`src/rtl/range_guard_pkg.sv`:
```
package range_guard_pkg;
  localparam int unsigned REG_W = 16;
  localparam int unsigned ADDR_W = 2;

  typedef enum logic [ADDR_W-1:0] {
    A_UPPER  = 2'd0,
    A_LOWER  = 2'd1,
    A_CTRL   = 2'd2,
    A_STATUS = 2'd3
  } reg_addr_e;

  typedef struct packed {
    logic       irq_en;
    logic       inj_en;
    logic       reg_en;
    logic       single;
    logic [4:0] chan;
  } ctrl_t;
endpackage

```
`src/rtl/range_guard_regs.sv`:
```
module range_guard_regs
  import range_guard_pkg::*;
#(
  parameter int unsigned DATA_W = 12,
  parameter int unsigned CH_W   = 5,
  parameter int unsigned MAX_CH = 17
) (
  input  logic              clk,
  input  logic              rst_n,
  input  logic              we,
  input  logic [ADDR_W-1:0] addr,
  input  logic [REG_W-1:0]  wdata,
  output logic [DATA_W-1:0] upper,
  output logic [DATA_W-1:0] lower,
  output logic [CH_W-1:0]   chan,
  output logic              single,
  output logic              reg_en,
  output logic              inj_en,
  output logic              irq_en,
  output logic              clr
);
  localparam logic [DATA_W-1:0] UPPER_RST = {DATA_W{1'b1}};
  localparam int unsigned SINGLE_BIT = CH_W;

  logic [CH_W-1:0] chan_in;

  always_comb begin
    chan_in = wdata[CH_W-1:0];
    if (32'(chan_in) > MAX_CH) chan_in = '0;
  end

  always_ff @(posedge clk or negedge rst_n) begin
    if (!rst_n) begin
      upper  <= UPPER_RST;
      lower  <= '0;
      chan   <= '0;
      single <= 1'b0;
      reg_en <= 1'b0;
      inj_en <= 1'b0;
      irq_en <= 1'b0;
    end else if (we) begin
      case (reg_addr_e'(addr))
        A_UPPER: upper <= wdata[DATA_W-1:0];
        A_LOWER: lower <= wdata[DATA_W-1:0];
        A_CTRL: begin
          chan   <= chan_in;
          single <= wdata[SINGLE_BIT];
          reg_en <= wdata[SINGLE_BIT+1];
          inj_en <= wdata[SINGLE_BIT+2];
          irq_en <= wdata[SINGLE_BIT+3];
        end
        default: ;
      endcase
    end
  end

  assign clr = we && (reg_addr_e'(addr) == A_STATUS) && wdata[0];
endmodule

```
`src/rtl/range_guard_cmp.sv`:
```
module range_guard_cmp #(
  parameter int unsigned DATA_W = 12,
  parameter int unsigned CH_W   = 5
) (
  input  logic              valid,
  input  logic [DATA_W-1:0] data,
  input  logic [CH_W-1:0]   smp_chan,
  input  logic              inj,
  input  logic [DATA_W-1:0] upper,
  input  logic [DATA_W-1:0] lower,
  input  logic [CH_W-1:0]   sel_chan,
  input  logic              single,
  input  logic              reg_en,
  input  logic              inj_en,
  output logic              hit
);
  logic grp_ok, chan_ok, outside;

  always_comb begin
    grp_ok  = inj ? inj_en : reg_en;
    chan_ok = !single || (smp_chan == sel_chan);
    outside = (data > upper) || (data < lower);
    hit     = valid && grp_ok && chan_ok && outside;
  end
endmodule

```
`src/rtl/range_guard_flag.sv`:
```
module range_guard_flag (
  input  logic clk,
  input  logic rst_n,
  input  logic hit,
  input  logic clr,
  output logic flag
);
  always_ff @(posedge clk or negedge rst_n) begin
    if (!rst_n)   flag <= 1'b0;
    else if (hit) flag <= 1'b1;
    else if (clr) flag <= 1'b0;
  end
endmodule

```
`src/rtl/range_guard.sv`:
```
module range_guard
  import range_guard_pkg::*;
#(
  parameter int unsigned DATA_W = 12,
  parameter int unsigned CH_W   = 5,
  parameter int unsigned MAX_CH = 17
) (
  input  logic              clk,
  input  logic              rst_n,
  input  logic              smp_valid,
  output logic              smp_ready,
  input  logic [DATA_W-1:0] smp_data,
  input  logic [CH_W-1:0]   smp_chan,
  input  logic              smp_inj,
  input  logic              cfg_we,
  input  logic [ADDR_W-1:0] cfg_addr,
  input  logic [REG_W-1:0]  cfg_wdata,
  output logic [REG_W-1:0]  cfg_rdata,
  output logic              irq
);
  logic [DATA_W-1:0] upper, lower;
  logic [CH_W-1:0]   chan;
  logic              single, reg_en, inj_en, irq_en, clr, hit, flag;
  ctrl_t             ctrl_view;

  range_guard_regs #(.DATA_W(DATA_W), .CH_W(CH_W), .MAX_CH(MAX_CH)) u_regs (
    .clk(clk), .rst_n(rst_n), .we(cfg_we), .addr(cfg_addr), .wdata(cfg_wdata),
    .upper(upper), .lower(lower), .chan(chan), .single(single),
    .reg_en(reg_en), .inj_en(inj_en), .irq_en(irq_en), .clr(clr)
  );

  range_guard_cmp #(.DATA_W(DATA_W), .CH_W(CH_W)) u_cmp (
    .valid(smp_valid), .data(smp_data), .smp_chan(smp_chan), .inj(smp_inj),
    .upper(upper), .lower(lower), .sel_chan(chan), .single(single),
    .reg_en(reg_en), .inj_en(inj_en), .hit(hit)
  );

  range_guard_flag u_flag (
    .clk(clk), .rst_n(rst_n), .hit(hit), .clr(clr), .flag(flag)
  );

  always_comb begin
    ctrl_view = '{irq_en: irq_en, inj_en: inj_en, reg_en: reg_en,
                  single: single, chan: 5'(chan)};
    cfg_rdata = '0;
    case (reg_addr_e'(cfg_addr))
      A_UPPER:  cfg_rdata[DATA_W-1:0] = upper;
      A_LOWER:  cfg_rdata[DATA_W-1:0] = lower;
      A_CTRL:   cfg_rdata[$bits(ctrl_t)-1:0] = ctrl_view;
      A_STATUS: cfg_rdata[0] = flag;
      default:  cfg_rdata = '0;
    endcase
  end

  assign smp_ready = rst_n;
  assign irq       = flag && irq_en;
endmodule

```
`config.mk`:
```
export PLATFORM = sky130hd
export DESIGN_NAME = range_guard
export DESIGN_NICKNAME = d
export VERILOG_FILES = /design/src/rtl/range_guard_pkg.sv /design/src/rtl/range_guard_regs.sv /design/src/rtl/range_guard_cmp.sv /design/src/rtl/range_guard_flag.sv /design/src/rtl/range_guard.sv
export SDC_FILE = /design/constraint.sdc
export NUM_CORES = 1
export LEC_CHECK = 0
export CORE_ASPECT_RATIO = 0.7
export CORE_MARGIN = 2
export CORE_UTILIZATION = 45
export CTS_CLUSTER_SIZE = 12
export DETAILED_ROUTE_END_ITERATION = 10
export HOLD_SLACK_MARGIN = 0.12
export PLACE_DENSITY_LB_ADDON = 0.08
export SLEW_MARGIN = 20
export SYNTH_ARGS = -nofsm -noshare
export SYNTH_HDL_FRONTEND = slang
export SYNTH_SLANG_ARGS = --single-unit
```
`constraint.sdc`:
```
create_clock -name clk -period 1.5 [get_ports clk]
set_input_delay 0.3 -clock clk [delete_from_list [all_inputs] [get_ports clk]]
set_output_delay 0.3 -clock clk [all_outputs]
set_load 0.02 [all_outputs]
```
==> results.md <==
- Async S/R FF share, synth: 100%
- Global-route wire length before repair: 9790 um
- Vias in the first global route: 1964
- Seq/Total Area, Yosys: 37.7%
- Initial core utilization: 47.5%
- Final Net Count: 372
- TritonCTS clock tree: built
- Mapped Area: 0.00230 sq mm
- CP Cell Sequence: inv_2 -> ha_4 -> nand4_1 -> or3_1 -> o31ai_1 -> a21oi_1
- Synth-to-layout area growth: 40.3%
- Worst Hold Class: reg2reg
- Crit-path max cell delay: 540 ps
- Top Ports: 58
- 1st-iter DRT viols: 129
- Routed WL: 5960 um
- Die height: 63.8 um
- Htree depth: 2
- Outcome: finished with violations
- Violated checks: negative setup slack
- Clock-pin slew on the worst setup and hold paths: 70 ps
- Worst Slack Setup Final: -133 ps
- Distinct cells, synth: 39
- Critical path capture point type: flip-flop
- Net Switching: 0.00105 W
- Cell family with most CP delay: flip-flops
- Vias per Instance: 5.02
- Die Area: 0.00570 sq mm
- GPL Wtd Cong: 0.808
- Die width: 89.4 um
- # hold bufs at CTS: 0
- Vias post-DR: 1903
- Mux share of post-synthesis cell area: 14.6%
- Clk_skew: 4.60 ps
- Comb power frac: 38.1%
- Synth warnings: 0
- Synth Area in Simple Gates: 12.8%
- Worst-path fanout max: 3
- Critical path class: reg2reg
- Clk sinks: 34
- Startpoint types: flip-flop
- Util after Layout: 66.6%
- Residual DRC count: 0
- Fmax: 0.613 GHz
- Worst-Skew Late Latency: 290 ps
- Final Instance Area: 0.00322 sq mm
- Static leakage: 1.50 nW
- HPWL Detailed: 4450 um
- Cts bufs inserted: 5
- Antenna Cells: 0
- Reg power frac: 37.5%
- CP max-delay cell: dfstp_2
- Clk buf depth: 2
- Hold Fails Final Rpt: 0
- Finish-stage setup viols: 3
- Tot GR Track Use: 23.0%
- Fin crit share: 109%
- VDD IR max: 0.000512 V
- Switching Share: 32.1%
- Maxcap violations: 0
- Post-placement cell area: 0.00307 sq mm
- Post-Synth Adder-Cell Area: 12.5%
- CP Data Required Time: 1670 ps
- Core Area: 0.00483 sq mm
- Compound-gate portion of the synthesized area: 11.7%
- Dpl ws: -921 ps
- First-pass detailed-route iteration total: 4
- Cell count after synthesis: 231
- Ys flop type: dfrtp_1
- XOR/XNOR Fraction of Synth Area: 1.91%
- Power Dens Cells: 1020 mW/mm^2
- Wire per inst: 15.7 um
- RSZ-0062 raised after global routing: true
- Site Rows: 21
- Antenna-violating nets left: 0
- Clock share of power: 24.4%
- Antenna violations before repair: 0
- Number of enable flip-flop cells after synthesis: 0
- Largest family of logic cells by synthesized area: multiplexers
- Internal Pwr Total: 0.00223 W
- Port bufs: 49
- Crit path buf inv count: 1
- Largest net degree at the start of global routing: 35
- Max-slew violations: 0
- Yosys reg bits: 34
- Share of cells above drive strength 1: 35.5%
- Root Buffer: clkbuf_8
- Critical path arrival: 1810 ps
- Overflow left after global routing: 0
- Tmin final: 1630 ps
- Avg Cell Area, Syn: 9.94 sq um
state kept, by name, indices dropped and copies added (netlist names):
signal,cells
u_flag.flag,1
u_regs.chan,5
u_regs.inj_en,1
u_regs.irq_en,1
u_regs.lower,12
u_regs.reg_en,1
u_regs.single,1
u_regs.upper,12
timing repair:
action | CTS | global route
buffers inserted | 3 | 0
endpoints found under the setup margin | 38 | 16
gates resized for setup | 86 | 14
pin swaps | 8 | 0
logic make-up after synthesis:
kind of cell    Yosys count
xor+xnor                  5
buf+inv                  38
simple gates             53
other cells               1
compound gates           47
flops                    34
fa+ha+maj                23
mux                      30
metrics by stage:
step | total power (W) | hold slack, ps | TNS, ps | std cells
floorplan | 0.00189 | 4.41 | -26.1 | 234
detailed placement | 0.00245 | 515 | -21060 | 368
finish | 0.00329 | 523 | -258 | 379
global route | 0.00351 | 548 | -675 | 379
global placement | 0.00243 | 506 | -20470 | 368
CTS | 0.00329 | 526 | -293 | 379
cell usage after synthesis, types with 2 or more instances:
library cell	number	area share (%)
mux2_2	18	8.8
buf_6	4	2.0
nand2_1	28	4.6
dfrtp_1	22	24
nand3_1	4	0.87
dfstp_2	12	14
a21o_1	2	0.65
inv_1	24	3.9
xor2_1	2	0.76
o21ai_0	25	5.4
nor2b_1	2	0.54
nand3b_4	2	1.7
nand4_1	3	0.82
a21oi_1	9	2.0
buf_2	4	0.87
buf_4	5	1.6
mux2i_1	11	4.8
xnor2_1	3	1.1
ha_1	23	13
o31ai_1	3	0.98
nand2b_1	3	0.82
nor2_1	5	0.82
power groups by stage:
stage / Sequential, W / Clock, W / Combinational [W]
4_1_cts: 0.00123 / 0.000821 / 0.00124
3_5_place_dp: 0.00124 / 0 / 0.00121
5_1_grt: 0.00126 / 0.000871 / 0.00138
3_3_place_gp: 0.00124 / 0 / 0.00120
2_1_floorplan: 0.00122 / 0 / 0.000674
6_report: 0.00123 / 0.000801 / 0.00125
tightest hold or removal path: cells and delay by family, from the launching register on:
family	cells	cell delay (ps)
DFF	1	370
AOI/OAI and AO/OA	1	80
buffers and inverters	1	60
worst paths after layout:
path | start | to | slack (ps) | cells past startpoint
min in group asynchronous | rst_n | u_regs.lower[6]$_DFFE_PN0P_ | 580 | 2
hold reg to reg | u_regs.upper[5]$_DFFE_PN1P_ | u_regs.upper[5]$_DFFE_PN1P_ | 520 | 2
hold / removal | u_regs.upper[5]$_DFFE_PN1P_ | u_regs.upper[5]$_DFFE_PN1P_ | 520 | 2
setup / recovery | u_regs.upper[10]$_DFFE_PN1P_ | u_flag.flag$_DFFE_PN0P_ | -130 | 6
setup reg to reg | u_regs.upper[10]$_DFFE_PN1P_ | u_flag.flag$_DFFE_PN0P_ | -130 | 6
max in group asynchronous | rst_n | u_regs.upper[3]$_DFFE_PN1P_ | 560 | 2
metal layers:
metal	global-route usage [%]	up-vias	share of wire (%)
met2	32.7	48	43
li1	-	953	-
met3	4.91	11	5.1
met5	0	-	0
met1	34.8	891	51
met4	6.90	0	1.6
final cells by class:
cell class                      count  area [sq um]
Fill cell                         428          1610
Clock buffer                        8           110
Timing Repair Buffer               82           703
Tap cell                           69          86.3
Inverter                           24          90.1
Multi-Input combinational cell    162          1370
Sequential cell                    34           866
cells in the final DEF (no fill, tap or decap), drive strengths merged, types with 2 or more instances in the layout:
master and instances:
dfrtp 22, nor2 5, o31ai 3, nand2 28
xor2 2, mux2i 11, buf 48, conb 4
clkbuf 9, nand3b 2, nand2b 3, o21ai 26
a21oi 9, inv 24, nor3b 2, nor2b 2
dfstp 12, dlygate4sd2 4, mux2 18, a21o 2
nand4 3, xnor2 3, clkdlybuf4s50 28, ha 23
nand3 4
Note: power is estimated with default switching activity, not from simulation.
